File: src/rtl/eprom_rd_pkg.sv
package eprom_rd_pkg;

  typedef enum logic [1:0] {
    ST_IDLE   = 2'd0,
    ST_ACCESS = 2'd1,
    ST_FLOAT  = 2'd2
  } rd_state_t;

  // Round a time in picoseconds up to whole clock cycles
  function automatic int cyc_ceil(input int t_ps, input int clk_ps);
    return (t_ps + clk_ps - 1) / clk_ps;
  endfunction

  function automatic int max_int(input int a, input int b);
    return (a > b) ? a : b;
  endfunction

endpackage

File: src/rtl/eprom_rst_sync.sv
module eprom_rst_sync (
  input  logic clk,
  input  logic rst_n,
  output logic rst_n_s
);

  logic [1:0] sync_q;
  logic [1:0] sync_d;

  always_comb begin
    sync_d = {sync_q[0], 1'b1};
  end

  always_ff @(posedge clk or negedge rst_n) begin
    if (!rst_n) begin
      sync_q <= 2'b00;
    end else begin
      sync_q <= sync_d;
    end
  end

  assign rst_n_s = sync_q[1];

endmodule

File: src/rtl/eprom_wait_ctr.sv
module eprom_wait_ctr #(
  parameter int CW = 3
) (
  input  logic          clk,
  input  logic          rst_n,
  input  logic          load,
  input  logic [CW-1:0] load_val,
  output logic          zero
);

  logic [CW-1:0] cnt_q;
  logic [CW-1:0] cnt_d;
  logic          cnt_en;

  assign zero = (cnt_q == '0);

  // Counter runs down to zero and parks there until reloaded
  always_comb begin
    cnt_en = load || !zero;
    cnt_d  = load ? load_val : (cnt_q - 1'b1);
  end

  always_ff @(posedge clk or negedge rst_n) begin
    if (!rst_n) begin
      cnt_q <= '0;
    end else if (cnt_en) begin
      cnt_q <= cnt_d;
    end
  end

endmodule

File: src/rtl/eprom_rd_fsm.sv
module eprom_rd_fsm
  import eprom_rd_pkg::*;
#(
  parameter int WAIT_CYC = 4,
  parameter int DF_CYC   = 2,
  parameter int CW       = 3
) (
  input  logic          clk,
  input  logic          rst_n,
  input  logic          req_valid,
  input  logic          ctr_zero,
  output logic          ctr_load,
  output logic [CW-1:0] ctr_val,
  output logic          accept,
  output logic          capture,
  output logic          idle
);

  localparam logic [CW-1:0] WAIT_LD = CW'(WAIT_CYC - 1);
  localparam logic [CW-1:0] DF_LD   = CW'((DF_CYC > 0) ? (DF_CYC - 1) : 0);
  localparam bit            HAS_GAP = (DF_CYC > 0);

  rd_state_t state_q;
  rd_state_t state_d;

  always_comb begin
    state_d  = state_q;
    ctr_load = 1'b0;
    ctr_val  = '0;
    accept   = 1'b0;
    capture  = 1'b0;
    unique case (state_q)
      ST_IDLE: begin
        if (req_valid) begin
          accept   = 1'b1;
          ctr_load = 1'b1;
          ctr_val  = WAIT_LD;
          state_d  = ST_ACCESS;
        end
      end
      ST_ACCESS: begin
        if (ctr_zero) begin
          capture = 1'b1;
          if (HAS_GAP) begin
            ctr_load = 1'b1;
            ctr_val  = DF_LD;
            state_d  = ST_FLOAT;
          end else begin
            state_d  = ST_IDLE;
          end
        end
      end
      ST_FLOAT: begin
        if (ctr_zero) begin
          state_d = ST_IDLE;
        end
      end
      default: state_d = ST_IDLE;
    endcase
  end

  always_ff @(posedge clk or negedge rst_n) begin
    if (!rst_n) begin
      state_q <= ST_IDLE;
    end else begin
      state_q <= state_d;
    end
  end

  assign idle = (state_q == ST_IDLE);

endmodule

File: src/rtl/eprom_bus_io.sv
module eprom_bus_io #(
  parameter int AW = 14,
  parameter int DW = 8
) (
  input  logic          clk,
  input  logic          rst_n,
  input  logic          accept,
  input  logic          capture,
  input  logic [AW-1:0] req_addr,
  input  logic [DW-1:0] mem_dq,
  output logic [AW-1:0] mem_addr,
  output logic          mem_ce_n,
  output logic          mem_oe_n,
  output logic          rsp_valid,
  output logic [DW-1:0] rsp_data
);

  logic [AW-1:0] addr_q;
  logic [DW-1:0] data_q;
  logic          ce_n_q, oe_n_q, vld_q;
  logic          ce_n_d, oe_n_d;
  logic          strobe_en;

  always_comb begin
    strobe_en = accept || capture;
    ce_n_d    = capture;
    oe_n_d    = capture;
  end

  // Address and capture registers: clock enables only
  always_ff @(posedge clk or negedge rst_n) begin
    if (!rst_n) begin
      addr_q <= '0;
    end else if (accept) begin
      addr_q <= req_addr;
    end
  end

  always_ff @(posedge clk or negedge rst_n) begin
    if (!rst_n) begin
      data_q <= '0;
    end else if (capture) begin
      data_q <= mem_dq;
    end
  end

  always_ff @(posedge clk or negedge rst_n) begin
    if (!rst_n) begin
      ce_n_q <= 1'b1;
      oe_n_q <= 1'b1;
    end else if (strobe_en) begin
      ce_n_q <= ce_n_d;
      oe_n_q <= oe_n_d;
    end
  end

  always_ff @(posedge clk or negedge rst_n) begin
    if (!rst_n) begin
      vld_q <= 1'b0;
    end else begin
      vld_q <= capture;
    end
  end

  assign mem_addr  = addr_q;
  assign mem_ce_n  = ce_n_q;
  assign mem_oe_n  = oe_n_q;
  assign rsp_valid = vld_q;
  assign rsp_data  = data_q;

endmodule

File: src/rtl/eprom_rd_ctrl.sv
module eprom_rd_ctrl
  import eprom_rd_pkg::*;
#(
  parameter int ADDR_W   = 14,
  parameter int DATA_W   = 8,
  parameter int CLK_PS   = 10000,
  parameter int T_ACC_PS = 35000,
  parameter int T_CE_PS  = 35000,
  parameter int T_OE_PS  = 20000,
  parameter int T_DF_PS  = 20000
) (
  input  logic              clk,
  input  logic              rst_n,
  input  logic              req_valid,
  output logic              req_ready,
  input  logic [ADDR_W-1:0] req_addr,
  output logic              rsp_valid,
  output logic [DATA_W-1:0] rsp_data,
  output logic [ADDR_W-1:0] mem_addr,
  output logic              mem_ce_n,
  output logic              mem_oe_n,
  input  logic [DATA_W-1:0] mem_dq
);

  localparam int ACC_CYC  = cyc_ceil(T_ACC_PS, CLK_PS);
  localparam int CE_CYC   = cyc_ceil(T_CE_PS, CLK_PS);
  localparam int OE_CYC   = cyc_ceil(T_OE_PS, CLK_PS);
  localparam int WAIT_CYC = max_int(1, max_int(ACC_CYC, max_int(CE_CYC, OE_CYC)));
  localparam int DF_CYC   = cyc_ceil(T_DF_PS, CLK_PS);
  localparam int CNT_MAX  = max_int(WAIT_CYC, DF_CYC);
  localparam int CW       = max_int(1, $clog2(CNT_MAX + 1));

  logic          rst_n_s;
  logic          ctr_load, ctr_zero;
  logic [CW-1:0] ctr_val;
  logic          accept, capture, idle;
  logic          req_go;

  eprom_rst_sync u_rst (
    .clk     (clk),
    .rst_n   (rst_n),
    .rst_n_s (rst_n_s)
  );

  assign req_ready = idle && rst_n_s;
  assign req_go    = req_valid && rst_n_s;

  eprom_rd_fsm #(
    .WAIT_CYC (WAIT_CYC),
    .DF_CYC   (DF_CYC),
    .CW       (CW)
  ) u_fsm (
    .clk       (clk),
    .rst_n     (rst_n_s),
    .req_valid (req_go),
    .ctr_zero  (ctr_zero),
    .ctr_load  (ctr_load),
    .ctr_val   (ctr_val),
    .accept    (accept),
    .capture   (capture),
    .idle      (idle)
  );

  eprom_wait_ctr #(.CW(CW)) u_ctr (
    .clk      (clk),
    .rst_n    (rst_n_s),
    .load     (ctr_load),
    .load_val (ctr_val),
    .zero     (ctr_zero)
  );

  eprom_bus_io #(.AW(ADDR_W), .DW(DATA_W)) u_bus (
    .clk       (clk),
    .rst_n     (rst_n_s),
    .accept    (accept),
    .capture   (capture),
    .req_addr  (req_addr),
    .mem_dq    (mem_dq),
    .mem_addr  (mem_addr),
    .mem_ce_n  (mem_ce_n),
    .mem_oe_n  (mem_oe_n),
    .rsp_valid (rsp_valid),
    .rsp_data  (rsp_data)
  );

endmodule

File: config.mk
export PLATFORM = sky130hd
export DESIGN_NAME = eprom_rd_ctrl
export DESIGN_NICKNAME = d
export VERILOG_FILES = /design/src/rtl/eprom_rd_pkg.sv /design/src/rtl/eprom_rst_sync.sv /design/src/rtl/eprom_wait_ctr.sv /design/src/rtl/eprom_rd_fsm.sv /design/src/rtl/eprom_bus_io.sv /design/src/rtl/eprom_rd_ctrl.sv
export SDC_FILE = /design/constraint.sdc
export NUM_CORES = 1
export LEC_CHECK = 0
export BUFFER_PORTS_ARGS = -buffer_cell sky130_fd_sc_hd__clkbuf_2
export CAP_MARGIN = 0
export CORE_MARGIN = 4
export CORE_UTILIZATION = 45
export CTS_CLUSTER_SIZE = 28
export DETAILED_ROUTE_END_ITERATION = 8
export PLACE_DENSITY = 0.77
export SLEW_MARGIN = 15
export SYNTH_ARGS = -nofsm -noshare
export SYNTH_HDL_FRONTEND = slang
export SYNTH_SLANG_ARGS = --single-unit
File: constraint.sdc
create_clock -name clk -period 3.45 [get_ports clk]
set_input_delay 0.345 -clock clk [delete_from_list [all_inputs] [get_ports clk]]
set_output_delay 0.345 -clock clk [all_outputs]
set_load 0.005 [all_outputs]
==> out/qor.csv <==
metric,value,unit
status,completed,
die_area,3600,um^2
avgSynthCellArea,15.4,um^2
critPathKind,reg -> reg,
area_growth,26.1,%
synth.net_count,106,
cts_tree,done,
maxCapViolations,0,
yosysMostFrequentCell,dfrtp_1,
drc,0,
r2r-end,u_bus.mem_addr[6],
slowest_stage,and2_1,
setup_violations,0,
min-delay-start,mem_dq[7],
htreeDepth,2,
drive_above_1_share,0.444,
numPortBuffers,50,
first_pass_iters,3,
synth_edf_count,0,
antenna_found_initial,0,
ant_nets,0,
reg2reg_depth,4,
cp.arrival,2.26,ns
drt_first_iter_violations,20,
syn-cell-area,1210,um^2
tightest_slew,0.803,ns
min_path_cells,2,
start_util,0.482,
synth_top_area_frac,0.618,
async_flop_share,1.00,
slew_violations,0,
r2r-start,u_rst.sync_q[1],
fin_cells,165,
grt.total_usage,0.134,
synth_common_cells,"dfrtp_1 (30), mux2_1 (21), buf_4 (3), nor2_1 (3)",
slew_headroom,0.462,
antenna_cells,0,
rows,18,
path_cells,buf_4 > nor3b_2 > and2_1 > mux2_1,
routed_wl,2020,um
ys_warn_count,0,
ir_drop,0.583,mV
clock_skew,0.00815,ns
synthCells,79,
die_h,60.0,um
grt-ovfl-total,0,
hold_end,u_bus.rsp_data[7],
dp_cells,156,
layout_min_cycle_time,2.07,ns
p_leak,0.784,nW
total_power,0.00126,W
cp_max_fo,30,
period_share,0.600,
grt_pass1_wl,3350,um
vias_per_cell,4.75,
tns,0,ns
cp.depth,4,
cts-root-buf,clkbuf_4,
p_per_area,820,nW/um^2
yosysTopAreaCell,dfrtp_1,
grt_max_degree,31,
nets,161,
path_buf_inv,1,
finalHoldViolations,0,
grt_pass1_vias,821,
required,3.65,ns
gp_congestion,0.602,
post-dp-hpwl,1570,um
cts_buffer_depth,2,
die_x,60.0,um
synth_cell_types,22,
clkTransAtPathRegs,0.09,ns
ys_ff_latch,31,
grt_setup_unrepaired,false,
wl_per_cell,12.2,um
r2r_slack,1.38,ns
clkLatencyLatePin,0.32,ns
start_kind,register,
vias,783,
cp-startpoint,u_rst.sync_q[1],
hp-class,in -> reg,
io_pins,51,
coreArea,2520,um^2
synth-seq-area-share,0.640,
slowest_delay,0.60,ns
fmax,483,MHz
critPathTopFamily,simple AND/OR/NAND/NOR gates,
critPathCaptureType,register,
clock-sinks,31,
cts_buffers,5,
synth_area_leaders,"dfrtp_1 (62%), mux2_1 (19%), dfstp_2 (2.2%), ha_1 (2.1%), nor3b_2 (2.1%)",
synth-main-ff-cell,dfrtp_1,
-- cells in the final DEF, fill, tap and decap left out, drive strengths merged, types with 2 or more instances in the layout --
cell,Yosys,layout
nor2,3,3
clkbuf,0,58
inv,2,2
a21o,2,2
ha,2,2
nor3b,2,2
dfrtp,30,30
mux2,22,22
-- sequential cells by signal, indices dropped and copies added (netlist names) --
| signal | flops |
|---|---|
| u_bus.mem_addr | 14 |
| u_bus.mem_oe_n | 1 |
| u_bus.rsp_data | 8 |
| u_bus.rsp_valid | 1 |
| u_ctr.cnt_q | 3 |
| u_fsm.state_q | 2 |
| u_rst.sync_q | 2 |
-- worst max-delay path by stage --
stage,end,slack (ns)
2_1_floorplan,u_bus.mem_addr[10],1.31
3_3_place_gp,u_bus.mem_addr[10],1.45
3_5_place_dp,u_bus.mem_addr[6],1.36
4_1_cts,u_bus.mem_addr[6],1.33
5_1_grt,u_bus.mem_addr[6],1.19
6_report,u_bus.mem_addr[6],1.38
-- power by group --
group	switching [W]	internal (W)	total [W]
logic	0.000191	0.000253	0.000444
registers	0.0000877	0.000539	0.000626
clock network	0.000106	0.0000811	0.000187
total	0.000384	0.000872	0.00126
-- kinds of logic (layout without fill, tap and decap cells) --
kind of cell,Yosys count,count (layout),share of synthesized area
mux,23,23,0.212
buf+inv,6,62,0.0371
other cells,1,1,0.00309
compound gates,4,4,0.0227
flops,31,31,0.640
xor+xnor,1,1,0.00721
simple gates,11,11,0.0577
fa+ha+maj,2,2,0.0206
-- worst register-to-register path, delay by kind of cell, from the launching register on --
| family | cells | cell delay (ns) |
|---|---|---|
| and+or+nand+nor | 2 | 0.89 |
| muxes | 1 | 0.39 |
| DFF | 1 | 0.33 |
| buffers and inverters | 1 | 0.33 |
-- repair_timing --
item | in CTS | in global routing
resized for setup | 0 | 0
endpoints found under the hold margin | 2 | 0
setup buffers | 0 | 0
hold buffers | 1 | 0
setup endpoints to repair | 0 | 0
-- per-layer routing --
layer  track usage  routed length (um)  vias up
met2         0.202                 933       39
met3        0.0907                 243        4
met4        0.0665                  37        0
met1         0.142                 804      361
li1              -                   -      379
met5             0                   0        -
-- metrics by stage --
step	setup slack, ns	hold slack, ns	area [um^2]	utilization
4_1_cts	1.33	0.222	1530	0.607
3_5_place_dp	1.36	0.133	1470	0.584
2_1_floorplan	1.31	0.0494	1210	-
3_3_place_gp	1.45	0.131	1470	0.584
6_report	1.38	0.238	1530	0.607
5_1_grt	1.19	0.204	1530	0.607
-- final cells by class --
class / count / area (um^2)
Timing Repair Buffer: 52 / 268
Multi-Input combinational cell: 42 / 393
Tap cell: 30 / 37.5
Inverter: 2 / 7.51
Fill cell: 205 / 991
Sequential cell: 31 / 777
Clock buffer: 8 / 48.8
No activity file was read; power rests on OpenSTA's default activity.
